<file path="src/rtl/snap_filter_pkg.sv">
package snap_filter_pkg;

  localparam int TYPE_W    = 4;
  localparam int NUM_TYPES = 1 << TYPE_W;

  localparam logic [TYPE_W-1:0] MSG_SYNC   = 4'h0;
  localparam logic [TYPE_W-1:0] MSG_DREQ   = 4'h1;
  localparam logic [TYPE_W-1:0] MSG_PREQ   = 4'h2;
  localparam logic [TYPE_W-1:0] MSG_PRESP  = 4'h3;
  localparam logic [TYPE_W-1:0] MSG_FOLLOW = 4'h8;
  localparam logic [TYPE_W-1:0] MSG_DRESP  = 4'h9;

  typedef enum logic [1:0] {
    MODE_ORD0 = 2'b00,
    MODE_ORD1 = 2'b01,
    MODE_E2E  = 2'b10,
    MODE_P2P  = 2'b11
  } modeSel_e;

  typedef struct packed {
    logic                 sampleEn;
    logic [NUM_TYPES-1:0] acceptMask;
  } snapCtrl_t;

endpackage

</file>
<file path="src/rtl/snap_filter_ctrl.sv">
module snap_filter_ctrl
  import snap_filter_pkg::*;
(
  input  logic      tsEnable,
  input  logic      frameValid,
  input  logic [1:0] modeSel,
  input  logic      masterSel,
  input  logic      eventOnly,
  output snapCtrl_t ctrlOut
);

  logic [NUM_TYPES-1:0] maskNext;

  always_comb begin
    maskNext = '0;
    unique case (modeSel_e'(modeSel))
      MODE_ORD0, MODE_ORD1: begin
        if (!eventOnly) begin
          maskNext[MSG_SYNC]   = 1'b1;
          maskNext[MSG_FOLLOW] = 1'b1;
          maskNext[MSG_DREQ]   = 1'b1;
          maskNext[MSG_DRESP]  = 1'b1;
        end else if (masterSel) begin
          maskNext[MSG_DREQ]   = 1'b1;
        end else begin
          maskNext[MSG_SYNC]   = 1'b1;
        end
      end
      MODE_E2E: begin
        maskNext[MSG_SYNC]   = 1'b1;
        maskNext[MSG_FOLLOW] = 1'b1;
        if (!eventOnly) begin
          maskNext[MSG_DREQ]  = 1'b1;
          maskNext[MSG_DRESP] = 1'b1;
        end
      end
      MODE_P2P: begin
        maskNext[MSG_SYNC]  = 1'b1;
        maskNext[MSG_PREQ]  = 1'b1;
        maskNext[MSG_PRESP] = 1'b1;
        if (!eventOnly) begin
          maskNext[MSG_FOLLOW] = 1'b1;
          maskNext[MSG_DREQ]   = 1'b1;
          maskNext[MSG_DRESP]  = 1'b1;
        end
      end
      default: maskNext = '0;
    endcase
  end

  always_comb begin
    ctrlOut.sampleEn   = frameValid & tsEnable;
    ctrlOut.acceptMask = maskNext;
  end

endmodule

</file>
<file path="src/rtl/snap_filter_dp.sv">
module snap_filter_dp
  import snap_filter_pkg::*;
(
  input  logic              clk,
  input  logic              rstN,
  input  snapCtrl_t         ctrlIn,
  input  logic [TYPE_W-1:0] msgType,
  output logic              snapTake
);

  logic [NUM_TYPES-1:0] typeHit;
  logic                 typeMatch;

  for (genvar gi = 0; gi < NUM_TYPES; gi++) begin : g_decode
    assign typeHit[gi] = (msgType == TYPE_W'(gi));
  end

  assign typeMatch = |(typeHit & ctrlIn.acceptMask);

  always_ff @(posedge clk) begin
    if (!rstN) snapTake <= 1'b0;
    else       snapTake <= ctrlIn.sampleEn & typeMatch;
  end

endmodule

</file>
<file path="src/rtl/snap_filter_top.sv">
module snap_filter_top
  import snap_filter_pkg::*;
(
  input  logic       clk,
  input  logic       rstN,
  input  logic       tsEnable,
  input  logic       frameValid,
  input  logic [3:0] msgType,
  input  logic [1:0] modeSel,
  input  logic       masterSel,
  input  logic       eventOnly,
  output logic       snapTake
);

  snapCtrl_t ctrlBus;

  snap_filter_ctrl ctrl_i (
    .tsEnable  (tsEnable),
    .frameValid(frameValid),
    .modeSel   (modeSel),
    .masterSel (masterSel),
    .eventOnly (eventOnly),
    .ctrlOut   (ctrlBus)
  );

  snap_filter_dp dp_i (
    .clk     (clk),
    .rstN    (rstN),
    .ctrlIn  (ctrlBus),
    .msgType (msgType),
    .snapTake(snapTake)
  );

endmodule

</file>
<file path="config.mk">
export PLATFORM = sky130hd
export DESIGN_NAME = snap_filter_top
export DESIGN_NICKNAME = d
export VERILOG_FILES = /design/src/rtl/snap_filter_pkg.sv /design/src/rtl/snap_filter_ctrl.sv /design/src/rtl/snap_filter_dp.sv /design/src/rtl/snap_filter_top.sv
export SDC_FILE = /design/constraint.sdc
export NUM_CORES = 1
export LEC_CHECK = 0
export BUFFER_PORTS_ARGS = -buffer_cell sky130_fd_sc_hd__buf_4
export CAP_MARGIN = 10
export CORE_AREA = 2 2 39 41
export DETAILED_ROUTE_END_ITERATION = 8
export DIE_AREA = 0 0 41 43
export PLACE_DENSITY = 0.3
export SYNTH_ARGS = -nofsm -noshare
export SYNTH_HDL_FRONTEND = slang
export SYNTH_SLANG_ARGS = --single-unit
</file>
<file path="constraint.sdc">
create_clock -name clk -period 0.8 [get_ports clk]
set_input_delay 0.12 -clock clk [delete_from_list [all_inputs] [get_ports clk]]
set_output_delay 0.12 -clock clk [all_outputs]
set_load 0.005 [all_outputs]
</file>
# --- Word level (Yosys, flattened, before mapping) ---
# Index checks and enable logic that the tools add are counted.
word_totals:
  ff_bits: 1
  in_bits: 12
  out_inout_bits: 1
  word_cells: 36
op_classes:
  eq_ne: 18
  muxes: 8
  n_reduce_logical: 6
  bitwise_logic: 3
op_table:
  columns: ["op", "count"]
  rows:
  - ["equality test 4 bit, second input constant", 8]
  - ["AND 16 x 10 -> 16 bit", 1]
  - ["equality test 4 x 3 -> 1 bit, second input constant", 4]
  - ["OR reduction 16 bit", 1]
  - ["equality test 4 x 2 -> 1 bit, second input constant", 2]
  - ["case mux 2 bit (2 select lines)", 2]
  - ["2-to-1 mux 2 bit", 3]
  - ["equality test 2 bit, second input constant", 2]
  - ["equality test 4 x 1 -> 1 bit, second input constant", 1]
  - ["zero test 4 bit", 1]
  - ["OR reduction 2 bit", 2]
  - ["2-to-1 mux 1 bit", 3]
  - ["OR reduction 3 bit", 1]
  - ["AND 1 bit", 2]
  - ["equality test 2 x 1 -> 1 bit, second input constant", 1]
  - ["zero test 2 bit", 1]

# --- Depth between registers and ports, before layout ---
logic_depth:
  word_depth: 6
  ltp_mapped: 4
  ltp_nobuf: 4

# --- Hierarchy ---
# Synthesis repeated with hierarchy kept, for this count alone.
hier_totals:
  hier_cells: 37
  hier_area_um2: 311.5
modules_own_cells:
  columns: ["module", "area_each_um2", "seq_area_each_um2", "cells_each", "instances"]
  rows:
  - ["snap_filter_dp", 187.7, 20.0, 18, 1]
  - ["snap_filter_ctrl", 123.9, 0.0, 19, 1]

# --- Worst setup path after synthesis ---
# No wires, ideal clock.
synth_timing:
  path_type: "input to register"
  start: "in modeSel[1]"
  end: "reg dp_i.snapTake"
  t_required_ns: 0.669
  path_stages: 3
  path_buffers: 0
  slack_ns: 0.019
  setup_time_ns: 0.131
  arrival_ns: 0.650
  cell_sequence: "mux2_1 > o221ai_1 > a221oi_1"
synth_between:
  elab_chain_cells: 6
  elab_cells_between_ends: 13
  cone_classes: "eq/ne (3); mux (3); bitwise (2); reduce/logical (5)"
synth_lines:
  columns: ["item", "line", "source"]
  rows:
  - ["from (decl)", "snap_filter_top.sv:9", "input logic [1:0] modeSel,"]
  - ["equality test 2 x 1 -> 1 bit, or another cell as far along", "snap_filter_ctrl.sv:16", "unique case (modeSel_e'(modeSel))"]
  - ["OR reduction 3 bit (no line), or another cell as far along", null, null]
  - ["case mux 2 bit (2 select lines)", "snap_filter_ctrl.sv:16", null]
  - ["AND 16 x 10 -> 16 bit *", "snap_filter_dp.sv:18", "assign typeMatch = |(typeHit & ctrlIn.acceptMask);"]
  - ["OR reduction 16 bit *", "snap_filter_dp.sv:18", null]
  - ["AND 1 bit *", "snap_filter_dp.sv:22", "else snapTake <= ctrlIn.sampleEn & typeMatch;"]
  - ["to (signal assigned)", "snap_filter_dp.sv:22", null]
  - ["to (decl)", "snap_filter_dp.sv:8", "output logic snapTake"]
# Mark *: on every way between the ends. The rest lies on a longest branch, timed or not.
# A chain may end at the register's enable or synchronous reset.

# --- Worst setup path after layout ---
# Ends and elaborated chain as after synthesis.

==> results.sh <==
export IMPL_status="finished, violations left"
export IMPL_violations="negative setup slack"
export IMPL_slowest_delay_ps=290
export IMPL_dieArea_mm2=0.00176
export IMPL_min_to="dp_i.snapTake"
export IMPL_path_clk_slew_ps=0
export IMPL_yosysUniqueCellTypes=9
export IMPL_p_per_area_mw_per_mm2=609
export IMPL_dr_pass1_iters=1
export IMPL_hold_violations=0
export IMPL_hold_slack_ps=303
export IMPL_synth_area_leaders="dfxtp_1 26%, mux2_1 15%, a221oi_1 11%, nand4b_1 11%, o221ai_1 11%"
export IMPL_largest_reg_flops=1
export IMPL_endpoint_kind="register"
export IMPL_drc=0
export IMPL_cp_start_kind="primary input"
export IMPL_syn2layout_area_growth_pct=192
export IMPL_antenna_found_initial=0
export IMPL_crit_family="multiplexers"
export IMPL_route_antenna_remaining_nets=0
export IMPL_antenna_cells=0
export IMPL_synthCells=9
export IMPL_grt_pass1_vias=131
export IMPL_core_region_area_mm2=0.00138
export IMPL_io_buffer_count=12
export IMPL_vias=132
export IMPL_initialDrtViolationCount=0
export IMPL_finalSetupViolations=1
export IMPL_required_ps=670
export IMPL_die_h_um=43
export IMPL_synth_area_um2=77.6
export IMPL_post_cts_setup_buffers=0
export IMPL_fin_nets=37
export IMPL_place_congestion=0.533
export IMPL_period_needed_ps=855
export IMPL_drv_slew=0
export IMPL_arrival_ps=730
export IMPL_hold_path_class="in -> reg"
export IMPL_io_pins=13
export IMPL_timing_fmax_mhz=1170
export IMPL_grt_pass1_wl_um=483
export IMPL_top_register="dp_i.snapTake"
export IMPL_wl_per_cell_um=9.18
export IMPL_pre_cts_ws_ps=-150
export IMPL_peakVddDrop_mv=0.181
export IMPL_mostFrequentLayoutCell="buf_4"
export IMPL_dieWidth_um=41
export IMPL_crit_type="in -> reg"
export IMPL_synth_net_count=21
export IMPL_tightest_slew_ps=172
export IMPL_avgViaCountPerCell=3.38
export IMPL_grt_ovfl_total=0
export IMPL_drive_gt1_share_pct=78.3
export IMPL_synth_top_area_share_pct=25.8
export IMPL_yosys_area_top_type="dfxtp_1"
export IMPL_placementRows=14
export IMPL_path_cells="buf_6 -> mux2_4 -> o221ai_2 -> a221oi_2"
export IMPL_grt_max_degree=4
export IMPL_timing_final_crit_share_pct=107
export IMPL_p_leak_nw=0.102
export IMPL_ys_seq_elements=1
export IMPL_avgSynthCellArea_um2=8.62
export IMPL_synth_seq_area_share_pct=25.8
export IMPL_min_from="eventOnly"
export IMPL_critPathBufInv=1
export IMPL_wl_um=358
export IMPL_fin_ws_ps=-55.0
export IMPL_cp_max_fo=2
export IMPL_start_util_pct=5.61
export IMPL_rsz0062_at_grt="true"
export IMPL_crit_slowest_cell="mux2_4"
export IMPL_synth_warnings=0
export IMPL_relSlewSlack_pct=88.5
export IMPL_gr_usage_all_layers_pct=3.70
export IMPL_maxCapViolations=0
export IMPL_hold_path_depth=2
export IMPL_largestRegisters="dp_i.snapTake: 1 flops"
[repair_timing]
item	4_1_cts	5_1_grt
gates cloned	0	0
setup endpoints to repair	1	1
resized for setup	4	1
pin swaps	2	0
hold buffers	0	0
[cells by family (layout without fill, tap and decap cells)]
kind of cell           after synthesis  in the layout  synth area share, %
AOI/OAI and AO/OA                    3              3                 29.0
buffers and inverters                1             15                 4.83
DFF                                  1              1                 25.8
muxes                                1              1                 14.5
and+or+nand+nor                      3              3                 25.8
[worst max-delay path by stage]
stage / from / end / slack (ps) / cells past startpoint
after floorplan: modeSel[1] / dp_i.snapTake / 20 / 3
after global placement: modeSel[1] / dp_i.snapTake / -120 / 4
after detailed placement: modeSel[1] / dp_i.snapTake / -150 / 4
after CTS: modeSel[1] / dp_i.snapTake / -60 / 4
after global routing: modeSel[1] / dp_i.snapTake / -70 / 4
final: modeSel[1] / dp_i.snapTake / -60 / 4
[power breakdown]
part	switching, mW	internal [mW]
Sequential	0.000216	0.0517
Combinational	0.0273	0.0586
Clock	0	0
[cells in the mapped netlist]
master / n
o221ai_1: 1
nand4b_1: 1
a21oi_1: 1
nand3b_1: 1
a221oi_1: 1
inv_1: 1
nand2_1: 1
dfxtp_1: 1
mux2_1: 1
[routing by layer]
metal / vias to the layer above / global-route usage [%] / wire (µm)
met3: 0 / 2.62 / 101
met2: 13 / 4.06 / 104
met1: 54 / 6.03 / 152
met5: - / 0 / 0
met4: 0 / 0 / 0
li1: 65 / - / -
[through the flow]
stage,power (mW),cells,instance area (µm²),TNS [ps],util [%]
6_report,0.138,39,226,-55.0,16.4
5_1_grt,0.145,39,226,-71.3,16.4
4_1_cts,0.136,39,223,-57.8,16.1
3_5_place_dp,0.123,39,203,-150,14.6
3_3_place_gp,0.121,39,203,-121,14.6
2_1_floorplan,0.0667,9,77.6,0,-
[final cells by class]
class,instances,area [µm²]
Multi-Input combinational cell,7,73.8
Timing Repair Buffer,14,109
Tap cell,16,20.0
Sequential cell,1,20.0
Fill cell,156,1160
Inverter,1,3.75
(Power assumes the default switching activity.)
